<file path="src/rtl/gpio_pol_irq_pkg.sv">
package gpio_pol_irq_pkg;

    localparam int BUS_AW = 8;

    localparam logic [BUS_AW-1:0] OFS_DIR  = 8'h00;
    localparam logic [BUS_AW-1:0] OFS_IN   = 8'h08;
    localparam logic [BUS_AW-1:0] OFS_OUT  = 8'h10;
    localparam logic [BUS_AW-1:0] OFS_SET  = 8'h18;
    localparam logic [BUS_AW-1:0] OFS_CLR  = 8'h20;
    localparam logic [BUS_AW-1:0] OFS_MODE = 8'h30;

    typedef enum logic [2:0] {
        SEL_DIR,
        SEL_IN,
        SEL_OUT,
        SEL_SET,
        SEL_CLR,
        SEL_MODE,
        SEL_NONE
    } reg_sel_e;

    function automatic reg_sel_e decode_ofs(input logic [BUS_AW-1:0] ofs);
        reg_sel_e s;
        unique case (ofs)
            OFS_DIR:  s = SEL_DIR;
            OFS_IN:   s = SEL_IN;
            OFS_OUT:  s = SEL_OUT;
            OFS_SET:  s = SEL_SET;
            OFS_CLR:  s = SEL_CLR;
            OFS_MODE: s = SEL_MODE;
            default:  s = SEL_NONE;
        endcase
        return s;
    endfunction

endpackage

</file>
<file path="src/rtl/gpio_sync.sv">
module gpio_sync #(
    parameter int WIDTH  = 32,
    parameter int STAGES = 2
) (
    input  logic             clk,
    input  logic             rst_n,
    input  logic [WIDTH-1:0] async_in,
    output logic [WIDTH-1:0] sync_out
);

    logic [STAGES-1:0][WIDTH-1:0] chain_q;

    genvar g;
    generate
        for (g = 0; g < STAGES; g++) begin : g_stage
            if (g == 0) begin : g_first
                always_ff @(posedge clk or negedge rst_n) begin
                    if (!rst_n) chain_q[g] <= '0;
                    else        chain_q[g] <= async_in;
                end
            end else begin : g_next
                always_ff @(posedge clk or negedge rst_n) begin
                    if (!rst_n) chain_q[g] <= '0;
                    else        chain_q[g] <= chain_q[g-1];
                end
            end
        end
    endgenerate

    assign sync_out = chain_q[STAGES-1];

    // warm-up counter so the latency check never looks back past reset
    logic [1:0] warm_q;
    always_ff @(posedge clk or negedge rst_n) begin
        if (!rst_n)              warm_q <= '0;
        else if (warm_q != 2'd2) warm_q <= warm_q + 2'd1;
    end


    sync_latency_chk: assert property (@(posedge clk) disable iff (!rst_n)
        (warm_q == 2'd2 && STAGES == 2) |-> (sync_out == $past(async_in, 2)));

endmodule

</file>
<file path="src/rtl/gpio_regfile.sv">
module gpio_regfile
    import gpio_pol_irq_pkg::*;
#(
    parameter int NPINS = 32,
    parameter int NIRQ  = 16
) (
    input  logic              clk,
    input  logic              rst_n,
    input  logic              wr,
    input  logic              rd,
    input  logic [BUS_AW-1:0] addr,
    input  logic [NPINS-1:0]  wdata,
    input  logic [NPINS-1:0]  pin_lvl,
    output logic [NPINS-1:0]  rdata,
    output logic [NPINS-1:0]  dir_q,
    output logic [NPINS-1:0]  out_q,
    output logic [NIRQ-1:0]   mode_q
);

    reg_sel_e sel;
    assign sel = decode_ofs(addr);

    logic [NPINS-1:0] mode_wide;
    always_comb begin
        mode_wide = '0;
        mode_wide[NIRQ-1:0] = mode_q;
    end

    always_ff @(posedge clk or negedge rst_n) begin
        if (!rst_n) begin
            dir_q  <= '0;
            out_q  <= '0;
            mode_q <= '0;
        end else if (wr) begin
            unique case (sel)
                SEL_DIR:  dir_q  <= wdata;
                SEL_OUT:  out_q  <= wdata;
                SEL_SET:  out_q  <= out_q | wdata;
                SEL_CLR:  out_q  <= out_q & ~wdata;
                SEL_MODE: mode_q <= wdata[NIRQ-1:0];
                default:  ;
            endcase
        end
    end

    logic [NPINS-1:0] rd_mux;
    always_comb begin
        unique case (sel)
            SEL_DIR:  rd_mux = dir_q;
            SEL_IN:   rd_mux = pin_lvl;
            SEL_OUT:  rd_mux = out_q;
            SEL_MODE: rd_mux = mode_wide;
            default:  rd_mux = '0;
        endcase
    end

    always_ff @(posedge clk or negedge rst_n) begin
        if (!rst_n) rdata <= '0;
        else        rdata <= rd ? rd_mux : '0;
    end


    set_merge_chk: assert property (@(posedge clk) disable iff (!rst_n)
        (wr && sel == SEL_SET) |=> ((out_q & $past(wdata)) == $past(wdata)));


    clr_merge_chk: assert property (@(posedge clk) disable iff (!rst_n)
        (wr && sel == SEL_CLR) |=> ((out_q & $past(wdata)) == '0));


    out_hold_chk: assert property (@(posedge clk) disable iff (!rst_n)
        !wr |=> $stable(out_q));


    unmapped_wr_chk: assert property (@(posedge clk) disable iff (!rst_n)
        (wr && sel == SEL_NONE) |=> ($stable(dir_q) && $stable(out_q) && $stable(mode_q)));


    unmapped_rd_chk: assert property (@(posedge clk) disable iff (!rst_n)
        (rd && sel == SEL_NONE) |=> (rdata == '0));


    idle_rdata_chk: assert property (@(posedge clk) disable iff (!rst_n)
        !rd |=> (rdata == '0));

endmodule

</file>
<file path="src/rtl/gpio_irq_gen.sv">
module gpio_irq_gen #(
    parameter int NIRQ = 16
) (
    input  logic            clk,
    input  logic            rst_n,
    input  logic [NIRQ-1:0] lvl,
    input  logic [NIRQ-1:0] pol,
    input  logic [NIRQ-1:0] mode,
    output logic [NIRQ-1:0] irq
);

    logic [NIRQ-1:0] prev_q;

    always_ff @(posedge clk or negedge rst_n) begin
        if (!rst_n) prev_q <= '0;
        else        prev_q <= lvl;
    end

    genvar i;
    generate
        for (i = 0; i < NIRQ; i++) begin : g_line
            always_comb begin
                if (mode[i]) irq[i] = lvl[i] ^ prev_q[i];
                else         irq[i] = lvl[i] ^ pol[i];
            end


            both_quiet_chk: assert property (@(posedge clk) disable iff (!rst_n)
                (mode[i] && $stable(lvl[i])) |-> !irq[i]);


            level_steady_chk: assert property (@(posedge clk) disable iff (!rst_n)
                (!mode[i] && $stable(mode[i]) && $stable(lvl[i]) && $stable(pol[i]))
                |-> $stable(irq[i]));
        end
    endgenerate

endmodule

</file>
<file path="src/rtl/gpio_pol_irq.sv">
module gpio_pol_irq
    import gpio_pol_irq_pkg::*;
#(
    parameter int NPINS       = 32,
    parameter int NIRQ        = 16,
    parameter int SYNC_STAGES = 2
) (
    input  logic              clk,
    input  logic              rst_n,
    input  logic              reg_wr,
    input  logic              reg_rd,
    input  logic [BUS_AW-1:0] reg_addr,
    input  logic [NPINS-1:0]  reg_wdata,
    output logic [NPINS-1:0]  reg_rdata,
    input  logic [NPINS-1:0]  pins_in,
    output logic [NPINS-1:0]  pins_out,
    output logic [NPINS-1:0]  pins_oe,
    output logic [NIRQ-1:0]   irq_lines
);

    logic [NPINS-1:0] lvl_sync;
    logic [NPINS-1:0] dir_q;
    logic [NPINS-1:0] out_q;
    logic [NIRQ-1:0]  mode_q;

    gpio_sync #(
        .WIDTH (NPINS),
        .STAGES(SYNC_STAGES)
    ) u_sync (
        .clk     (clk),
        .rst_n   (rst_n),
        .async_in(pins_in),
        .sync_out(lvl_sync)
    );

    gpio_regfile #(
        .NPINS(NPINS),
        .NIRQ (NIRQ)
    ) u_regs (
        .clk    (clk),
        .rst_n  (rst_n),
        .wr     (reg_wr),
        .rd     (reg_rd),
        .addr   (reg_addr),
        .wdata  (reg_wdata),
        .pin_lvl(lvl_sync),
        .rdata  (reg_rdata),
        .dir_q  (dir_q),
        .out_q  (out_q),
        .mode_q (mode_q)
    );

    gpio_irq_gen #(
        .NIRQ(NIRQ)
    ) u_irq (
        .clk  (clk),
        .rst_n(rst_n),
        .lvl  (lvl_sync[NIRQ-1:0]),
        .pol  (out_q[NIRQ-1:0]),
        .mode (mode_q),
        .irq  (irq_lines)
    );

    assign pins_out = out_q;
    assign pins_oe  = dir_q;


    oe_follow_chk: assert property (@(posedge clk) disable iff (!rst_n)
        (reg_wr && reg_addr == OFS_DIR) |=> (pins_oe == $past(reg_wdata)));


    out_follow_chk: assert property (@(posedge clk) disable iff (!rst_n)
        (reg_wr && reg_addr == OFS_OUT) |=> (pins_out == $past(reg_wdata)));

endmodule

</file>
<file path="config.mk">
export PLATFORM = sky130hd
export DESIGN_NAME = gpio_pol_irq
export DESIGN_NICKNAME = d
export VERILOG_FILES = /design/src/rtl/gpio_pol_irq_pkg.sv /design/src/rtl/gpio_sync.sv /design/src/rtl/gpio_regfile.sv /design/src/rtl/gpio_irq_gen.sv /design/src/rtl/gpio_pol_irq.sv
export SDC_FILE = /design/constraint.sdc
export NUM_CORES = 1
export LEC_CHECK = 0
export ABC_AREA = 1
export BUFFER_PORTS_ARGS = -buffer_cell sky130_fd_sc_hd__buf_4
export CAP_MARGIN = 20
export CORE_MARGIN = 2
export CORE_UTILIZATION = 54
export DETAILED_ROUTE_END_ITERATION = 12
export PLACE_DENSITY = 0.83
export SLEW_MARGIN = 0
export SYNTH_ARGS = -nofsm -noshare
export SYNTH_HDL_FRONTEND = slang
export SYNTH_SLANG_ARGS = --single-unit
</file>
<file path="constraint.sdc">
create_clock -name clk -period 1.2 [get_ports clk]
set_clock_uncertainty 0.2 [all_clocks]
set_input_delay 0.12 -clock clk [delete_from_list [all_inputs] [get_ports clk]]
set_output_delay 0.12 -clock clk [all_outputs]
set_load 0.1 [all_outputs]
</file>
==> impl_metrics.csv, run 1 <==
group,metric,value,unit
cts,cts_hold_buf,68,
floorplanning,num_rows,45,
logic_synthesis,seq_area_frac_synth,57.8,%
logic_synthesis,synth_nets,1050,
logic_synthesis,yosysUniqueCellTypes,23,
floorplanning,io_pins,188,
logic_synthesis,synth-seq-cells,192,
placement,gp_congestion,0.879,
logic_synthesis,synth_area_leaders,"dfrtp_1 58%, nand2_1 12%, nand3_1 6.4%, nor2_1 4.9%, o21ai_1 4.2%",
cts,ctsLongestPathBuffers,2,
run_status,status,"stopped before the end",
cts,ctsRootBufferMaster,"clkbuf_16",
run_status,error,"[ERROR DPL-0033] detailed placement checks failed during check placement.",
placement,io_buffers,187,
run_status,flow.stopped_at,"clock tree synthesis",
floorplanning,die_h,128,um
logic_synthesis,syn_area,8310,um^2
cts,cts_buffers,17,
floorplanning,start_util,55.0,%
placement,dp.cells,1434,
cts,cts_resized,394,
logic_synthesis,netlist_instances,974,
cts,cts_sinks,192,
cts,cts.htree.levels,4,
logic_synthesis,synth_warnings,0,
logic_synthesis,avgSynthCellArea,8.53,um^2
cts,post_cts_buffers,79,
placement,dp_hpwl,18200,um
logic_synthesis,yosysTopAreaCell,"dfrtp_1",
logic_synthesis,netlist.area_leader.share,57.8,%
floorplanning,fp.dieW,128,um
-- synth_stat cells --
master / count
nand3_2: 3
clkbuf_1: 9
nand2_2: 7
buf_6: 4
inv_2: 2
dfrtp_1: 192
o211ai_1: 13
buf_1: 2
a21oi_1: 3
nor2_4: 3
o21ai_0: 42
o21ai_1: 69
nand2_1: 267
clkinv_1: 1
nor2_2: 2
buf_4: 6
inv_1: 87
xor2_1: 16
clkinv_2: 1
nor2_1: 108
buf_2: 26
nand4_1: 4
nand3_1: 107
-- kinds of logic after synthesis --
family | after synthesis | synth area share [%]
buffers and inverters | 138 | 7.28
xor gates and xnor gates | 16 | 1.69
DFF | 192 | 57.8
and+or+nand+nor | 501 | 25.1
AOI/OAI and AO/OA | 127 | 8.04
-- stage by stage --
stage               hold WS, ns  cell area (um^2)  worst slack (ns)
floorplan                -0.376              9170            -0.613
global placement         -0.204             11700            -0.379
detailed placement       -0.204             11700            -0.458
==> run 2: changes to the inputs <==
--- a/config.mk
+++ b/config.mk
@@ -9,9 +9,9 @@
 export BUFFER_PORTS_ARGS = -buffer_cell sky130_fd_sc_hd__buf_4
 export CAP_MARGIN = 20
 export CORE_MARGIN = 2
-export CORE_UTILIZATION = 54
+export CORE_UTILIZATION = 39
 export DETAILED_ROUTE_END_ITERATION = 12
-export PLACE_DENSITY = 0.83
+export PLACE_DENSITY_LB_ADDON = 0.15
 export SLEW_MARGIN = 0
 export SYNTH_ARGS = -nofsm -noshare
 export SYNTH_HDL_FRONTEND = slang
==> run 2 against run 1 <==
  * Synthesized cell count did not move
  * The flow now finishes, with violations (negative hold slack, negative setup slack)
  * Area after synthesis unchanged
==> impl_metrics.csv, run 2 <==
group,metric,value,unit
run_status,status,"complete, but fails checks",
run_status,violations,"negative hold slack, negative setup slack",
logic_synthesis,avgSynthCellArea,8.53,um^2
pwr,peakVddDrop,0.980,mV
placement,io_buffers,187,
pwr,p_comb_share,33.7,%
worst_setup_path,rrSetupSlack,-0.24,ns
placement,dp_hpwl,18500,um
layout,stdcell_count,1705,
worst_setup_path,cp_top_family,"flip-flops",
layout,layout_commonest_cell,"nand2_1",
floorplanning,fp.dieW,150,um
timing,rsz0062_at_grt,"yes",
pwr,pwr-share-clk,29.2,%
logic_synthesis,synth_area_leaders,"dfrtp_1 58%, nand2_1 12%, nand3_1 6.4%, nor2_1 4.9%, o21ai_1 4.2%",
pwr,fin_total_pwr,19.6,mW
worst_setup_path,critPathArrivalTime,1.51,ns
logic_synthesis,seq_area_frac_synth,57.8,%
route,drtAntennaViolNets,0,
route,first_pass_iters,5,
route,vias,8572,
logic_synthesis,synth.area.mux_share,0,%
floorplanning,die-area,22500,um^2
placement,place_worst_setup_slack,-0.512,ns
cts,cts_sinks,192,
floorplanning,io_pins,188,
logic_synthesis,synth-seq-cells,192,
timing,post-route-period-util,153,%
global_route,grt_antenna_before_repair,0,
worst_setup_path,slowest_stage,"dfrtp_2",
layout,drive_above_1_share,52.4,%
cts,cts_buffers,17,
worst_setup_path,slowest_delay,0.44,ns
hold_path,worstHoldPathType,"in2async",
floorplanning,num_rows,53,
timing,fmax,0.546,GHz
logic_synthesis,yosysTopAreaCell,"dfrtp_1",
run,drv_cap,0,
cts,cts.htree.levels,4,
floorplanning,core,21000,um^2
logic_synthesis,yosys.area_share.adder,0,%
layout,nFillCells,1376,
timing,tns,-37.01,ns
logic_synthesis,netlist.area_leader.share,57.8,%
global_route,grt_max_degree,35,
timing,hold_viol_final,26,
pwr,p_seq_share,37.1,%
floorplanning,die_h,150,um
layout,post-route-util,75.9,%
global_route,first_global_vias,8898,
global_route,grt_pass1_wl,47700,um
cts,ctsRootBufferMaster,"clkbuf_16",
pwr,p_sw,6.77,mW
timing,drv_slew,0,
layout,area_growth,91.6,%
route,drt_wl_total,31000,um
logic_synthesis,synth-simple-area-share,25.1,%
timing,finalWorstPathRequiredPeriod,1.83,ns
worst_setup_path,worstRegToRegCells,7,
timing,tightest_slew,0.410,ns
cts,cts_hold_buf,66,
layout,final_cell_mix,"222 x nand2_1, 162 x buf_4, 117 x buf_6",
logic_synthesis,synth_xor_area_share,1.69,%
logic_synthesis,synth_most_common_cell,"nand2_1",
placement,dp.cells,1525,
logic_synthesis,yosysUniqueCellTypes,23,
logic_synthesis,ys_top_cells_by_count,"267 x nand2_1, 192 x dfrtp_1, 108 x nor2_1, 107 x nand3_1, 87 x inv_1",
global_route,grt_use_total,27.7,%
worst_setup_path,worstPathRequired,0.88,ns
logic_synthesis,synth_warnings,0,
placement,placed_cell_area,11900,um^2
route,drt_iter0_drc,539,
worst_setup_path,critPathCaptureType,"output pin",
timing,holdWs,-0.0466,ns
logic_synthesis,netlist_instances,974,
logic_synthesis,syn_area,8310,um^2
timing,slew_headroom,72.7,%
worst_setup_path,critPathLaunchType,"register",
logic_synthesis,synth_compound_area_share,8.04,%
route,drc,0,
logic_synthesis,synth_edf_count,0,
global_route,overflow,0,
logic_synthesis,yosys_most_used_dff,"dfrtp_1",
pwr,switching_share,34.5,%
logic_synthesis,synth_top_family_by_area,"simple AND/OR/NAND/NOR gates",
cts,clk_pin_slew_worst_paths,0.07,ns
timing,setup_ws,-0.633,ns
route,routed_via_density,5.03,
worst_setup_path,setup.worst_path.class,"reg2out",
layout,diodes,0,
route,routedWlPerCell,18.2,um
worst_setup_path,cp_cell_sequence,"o21ai_4, xor2_4, buf_12",
cts,ctsLongestPathBuffers,2,
pwr,cellLeakagePower,7.31,nW
worst_setup_path,cp.buffers_inverters,1,
pwr,power.density,1230,nW/um^2
placement,gp_congestion,0.800,
worst_setup_path,cp.depth,3,
cts,clock_latency,0.43,ns
pwr,intPower,12.9,mW
worst_setup_path,crit_fanout,4,
cts,cts_tree,"done",
timing,setup_viol,162,
logic_synthesis,synth_nets,1050,
layout,fin_nets,1493,
floorplanning,start_util,39.6,%
logic_synthesis,synthArstFlopShare,100,%
layout,final_area,15900,um^2
[run 2: cell counts after synthesis]
Identical to the previous run, type by type.
[run 2: worst register-to-register path: stages (launching register included)]
cell,delay (ns)
dfrtp_4,0.50
buf_4,0.15
buf_6,0.10
buf_6,0.12
nand3_2,0.06
nand2_1,0.05
nor2_1,0.08
a21oi_1,0.07
[run 2: path summary, 6_finish.rpt]
kind                                   start            endpoint
max                        u_regs.mode_q[10]       irq_lines[10]
min                                    rst_n     u_regs.rdata[4]
max reg2reg                 u_regs.out_q[10]    u_regs.rdata[10]
min reg2reg                u_sync.chain_q[6]  u_sync.sync_out[6]
max in group asynchronous              rst_n    u_regs.out_q[14]
min in group clk                      reg_wr    u_regs.out_q[25]
[run 2: logic make-up (layout without fill, tap and decap cells)]
group,count (synthesis),count (layout)
and+or+nand+nor,501,501
AOI/OAI and AO/OA,127,127
DFF,192,192
buffers and inverters,138,594
xor gates and xnor gates,16,16
[run 2: power by group through the flow]
stage	registers, mW	clock network, mW	logic [mW]
finish	7.28	5.74	6.61
global route	7.33	6.06	6.87
CTS	7.25	5.78	6.22
detailed placement	7.33	0	4.69
global placement	7.33	0	4.66
floorplan	8.70	0	1.75
[run 2: repair_timing]
item / 4_1_cts / 5_1_grt
hold endpoints to repair: 331 / 13
resized for setup: 377 / 209
setup endpoints to repair: 156 / 185
pin swaps: 83 / 104
setup buffers: 73 / 41
[run 2: routing by layer]
layer | routed length (um) | part of all wire (%) | GRT usage (%)
met1 | 12200 | 39 | 36.2
met2 | 16100 | 52 | 46.9
met3 | 1930 | 6.2 | 5.49
met4 | 775 | 2.5 | 8.30
met5 | 0 | 0 | 0
[run 2: area by class of cell]
class	count	area, um^2	area share, %
clock buffer	21	450	2.83
clock inverter	11	131	0.826
inverter	91	428	2.69
multi-input combinational	644	3830	24.1
sequential	192	5070	31.9
tap	275	344	2.16
timing repair buffer	471	5650	35.5
Note: power is estimated with default switching activity, not from simulation.
==> run 3: changes to the inputs <==
--- a/config.mk
+++ b/config.mk
@@ -9,9 +9,9 @@
 export BUFFER_PORTS_ARGS = -buffer_cell sky130_fd_sc_hd__buf_4
 export CAP_MARGIN = 20
 export CORE_MARGIN = 2
-export CORE_UTILIZATION = 39
+export CORE_UTILIZATION = 45
 export DETAILED_ROUTE_END_ITERATION = 12
-export PLACE_DENSITY_LB_ADDON = 0.15
+export PLACE_DENSITY = 0.68
 export SLEW_MARGIN = 0
 export SYNTH_ARGS = -nofsm -noshare
 export SYNTH_HDL_FRONTEND = slang
==> run 3 against run 2 <==
  * The flow still finishes with violations (negative hold slack, negative setup slack)
  * Critical path depth grew 1
  * Die area shrank 13%
  * Clock power shrank 4.2%
  * Combinational power grew 2%
  * Maximum frequency is essentially flat
  * Worst hold slack lost 0.0013 ns
  * First-iteration DRC count grew 58%
  * Highest routed layer unchanged
==> impl_metrics.csv, run 3 (same netlist as run 2, synthesis figures left out) <==
group,metric,value,unit
layout,diodes,0,
worst_setup_path,setup.worst_path.class,"reg2out",
cts,clk_pin_slew_worst_paths,0.08,ns
cts,clock_latency,0.44,ns
global_route,first_global_vias,9467,
route,first_pass_iters,5,
global_route,grt_pass1_wl,51100,um
layout,fin_nets,1493,
global_route,grt_antenna_before_repair,0,
timing,finalWorstPathRequiredPeriod,1.83,ns
layout,final_cell_mix,"211 x nand2_1, 176 x buf_4, 109 x buf_6",
timing,fmax,0.545,GHz
global_route,overflow,0,
timing,setup_ws,-0.635,ns
floorplanning,num_rows,49,
timing,drv_slew,0,
global_route,grt_max_degree,39,
route,drt_iter0_drc,851,
placement,place_worst_setup_slack,-0.560,ns
worst_setup_path,critPathCaptureType,"output pin",
timing,post-route-period-util,153,%
timing,setup_viol,173,
run_status,violations,"negative hold slack, negative setup slack",
timing,rsz0062_at_grt,"yes",
run,drv_cap,0,
worst_setup_path,critPathArrivalTime,1.51,ns
cts,ctsRootBufferMaster,"clkbuf_16",
pwr,cellLeakagePower,7.33,nW
route,vias,9337,
cts,ctsLongestPathBuffers,2,
layout,layout_commonest_cell,"nand2_1",
cts,cts.htree.levels,4,
placement,io_buffers,187,
route,drtAntennaViolNets,0,
pwr,p_comb_share,34.6,%
cts,cts_hold_buf,66,
hold_path,worstHoldPathType,"in2async",
run_status,status,"complete, but fails checks",
route,drt_wl_total,35900,um
timing,tns,-40.29,ns
pwr,p_sw,7.13,mW
pwr,intPower,12.4,mW
floorplanning,io_pins,188,
pwr,p_seq_share,37.3,%
placement,gp_congestion,0.841,
timing,slew_headroom,55.9,%
layout,post-route-util,88.4,%
placement,dp_hpwl,18500,um
route,routedWlPerCell,21.7,um
cts,cts_tree,"done",
layout,nFillCells,782,
cts,cts_sinks,192,
cts,cts_buffers,17,
floorplanning,core,18000,um^2
pwr,switching_share,36.4,%
layout,area_growth,91.9,%
worst_setup_path,worstPathRequired,0.88,ns
worst_setup_path,critPathLaunchType,"register",
pwr,pwr-share-clk,28.1,%
layout,drive_above_1_share,54.6,%
global_route,grt_use_total,33.7,%
worst_setup_path,crit_fanout,2,
floorplanning,die-area,19600,um^2
timing,hold_viol_final,34,
pwr,power.density,1230,nW/um^2
floorplanning,die_h,140,um
route,routed_via_density,5.63,
pwr,peakVddDrop,1.13,mV
timing,tightest_slew,0.661,ns
floorplanning,fp.dieW,140,um
route,drc,0,
floorplanning,start_util,46.1,%
timing,holdWs,-0.0479,ns
pwr,fin_total_pwr,19.6,mW
[run 3: what timing repair did]
| action | CTS | global route |
|---|---|---|
| resized for setup | 377 | 257 |
| setup buffers | 77 | 40 |
| endpoints found under the setup margin | 181 | 195 |
| hold endpoints to repair | 317 | 28 |
| pin swaps | 95 | 123 |
[run 3: power groups by stage]
stage | Combinational [mW] | Sequential (mW) | Clock (mW)
detailed placement | 4.68 | 7.34 | 0
global route | 6.97 | 7.33 | 5.82
finish | 6.76 | 7.29 | 5.50
CTS | 6.19 | 7.25 | 5.49
floorplan | 1.75 | 8.70 | 0
global placement | 4.64 | 7.32 | 0
[run 3: layout make-up]
type | count | area (um^2) | share of cell area, %
clock buffer | 19 | 433 | 2.72
multi-input combinational | 644 | 4040 | 25.3
sequential | 192 | 5070 | 31.8
tap | 229 | 287 | 1.80
clock inverter | 13 | 119 | 0.746
inverter | 91 | 443 | 2.78
timing repair buffer | 471 | 5550 | 34.8
[run 3: worst paths after layout]
check,startpoint,endpoint,slack (ns),depth (start not counted)
worst max-delay path,u_regs.out_q[8],irq_lines[8],-0.63,4
min in group clk,reg_wr,u_regs.out_q[18],-0.03,5
worst min-delay path,rst_n,u_sync.sync_out[7],-0.05,2
worst min register to register,u_sync.chain_q[6],u_sync.sync_out[6],0.15,0
max in group asynchronous,rst_n,u_regs.dir_q[20],0.29,3
worst max register to register,u_regs.out_q[26],u_regs.out_q[26],-0.30,7
[run 3: metal layers]
| metal | vias to the layer above | global-route usage, % | part of all wire, % |
|---|---|---|---|
| li1 | 3973 | - | - |
| met1 | 4508 | 41.3 | 35 |
| met2 | 672 | 57.1 | 51 |
| met3 | 184 | 5.54 | 7.7 |
| met4 | 0 | 18.0 | 6.0 |
| met5 | - | 0 | 0 |
[run 3: worst max-delay path, cell delays in order, from the launching register on]
cell and delay, ns:
dfrtp_4 0.44, inv_4 0.05, o21ai_4 0.20, xor2_4 0.19, buf_12 0.20
[run 3: stage by stage]
stage | instances | hold WS, ns | cell area [um^2]
6_report | 1659 | -0.0479 | 15900
5_1_grt | 1659 | -0.0421 | 15900
4_1_cts | 1644 | -0.0493 | 15000
3_5_place_dp | 1478 | -0.143 | 11800
3_3_place_gp | 1478 | -0.142 | 11800
2_1_floorplan | 974 | -0.376 | 9170
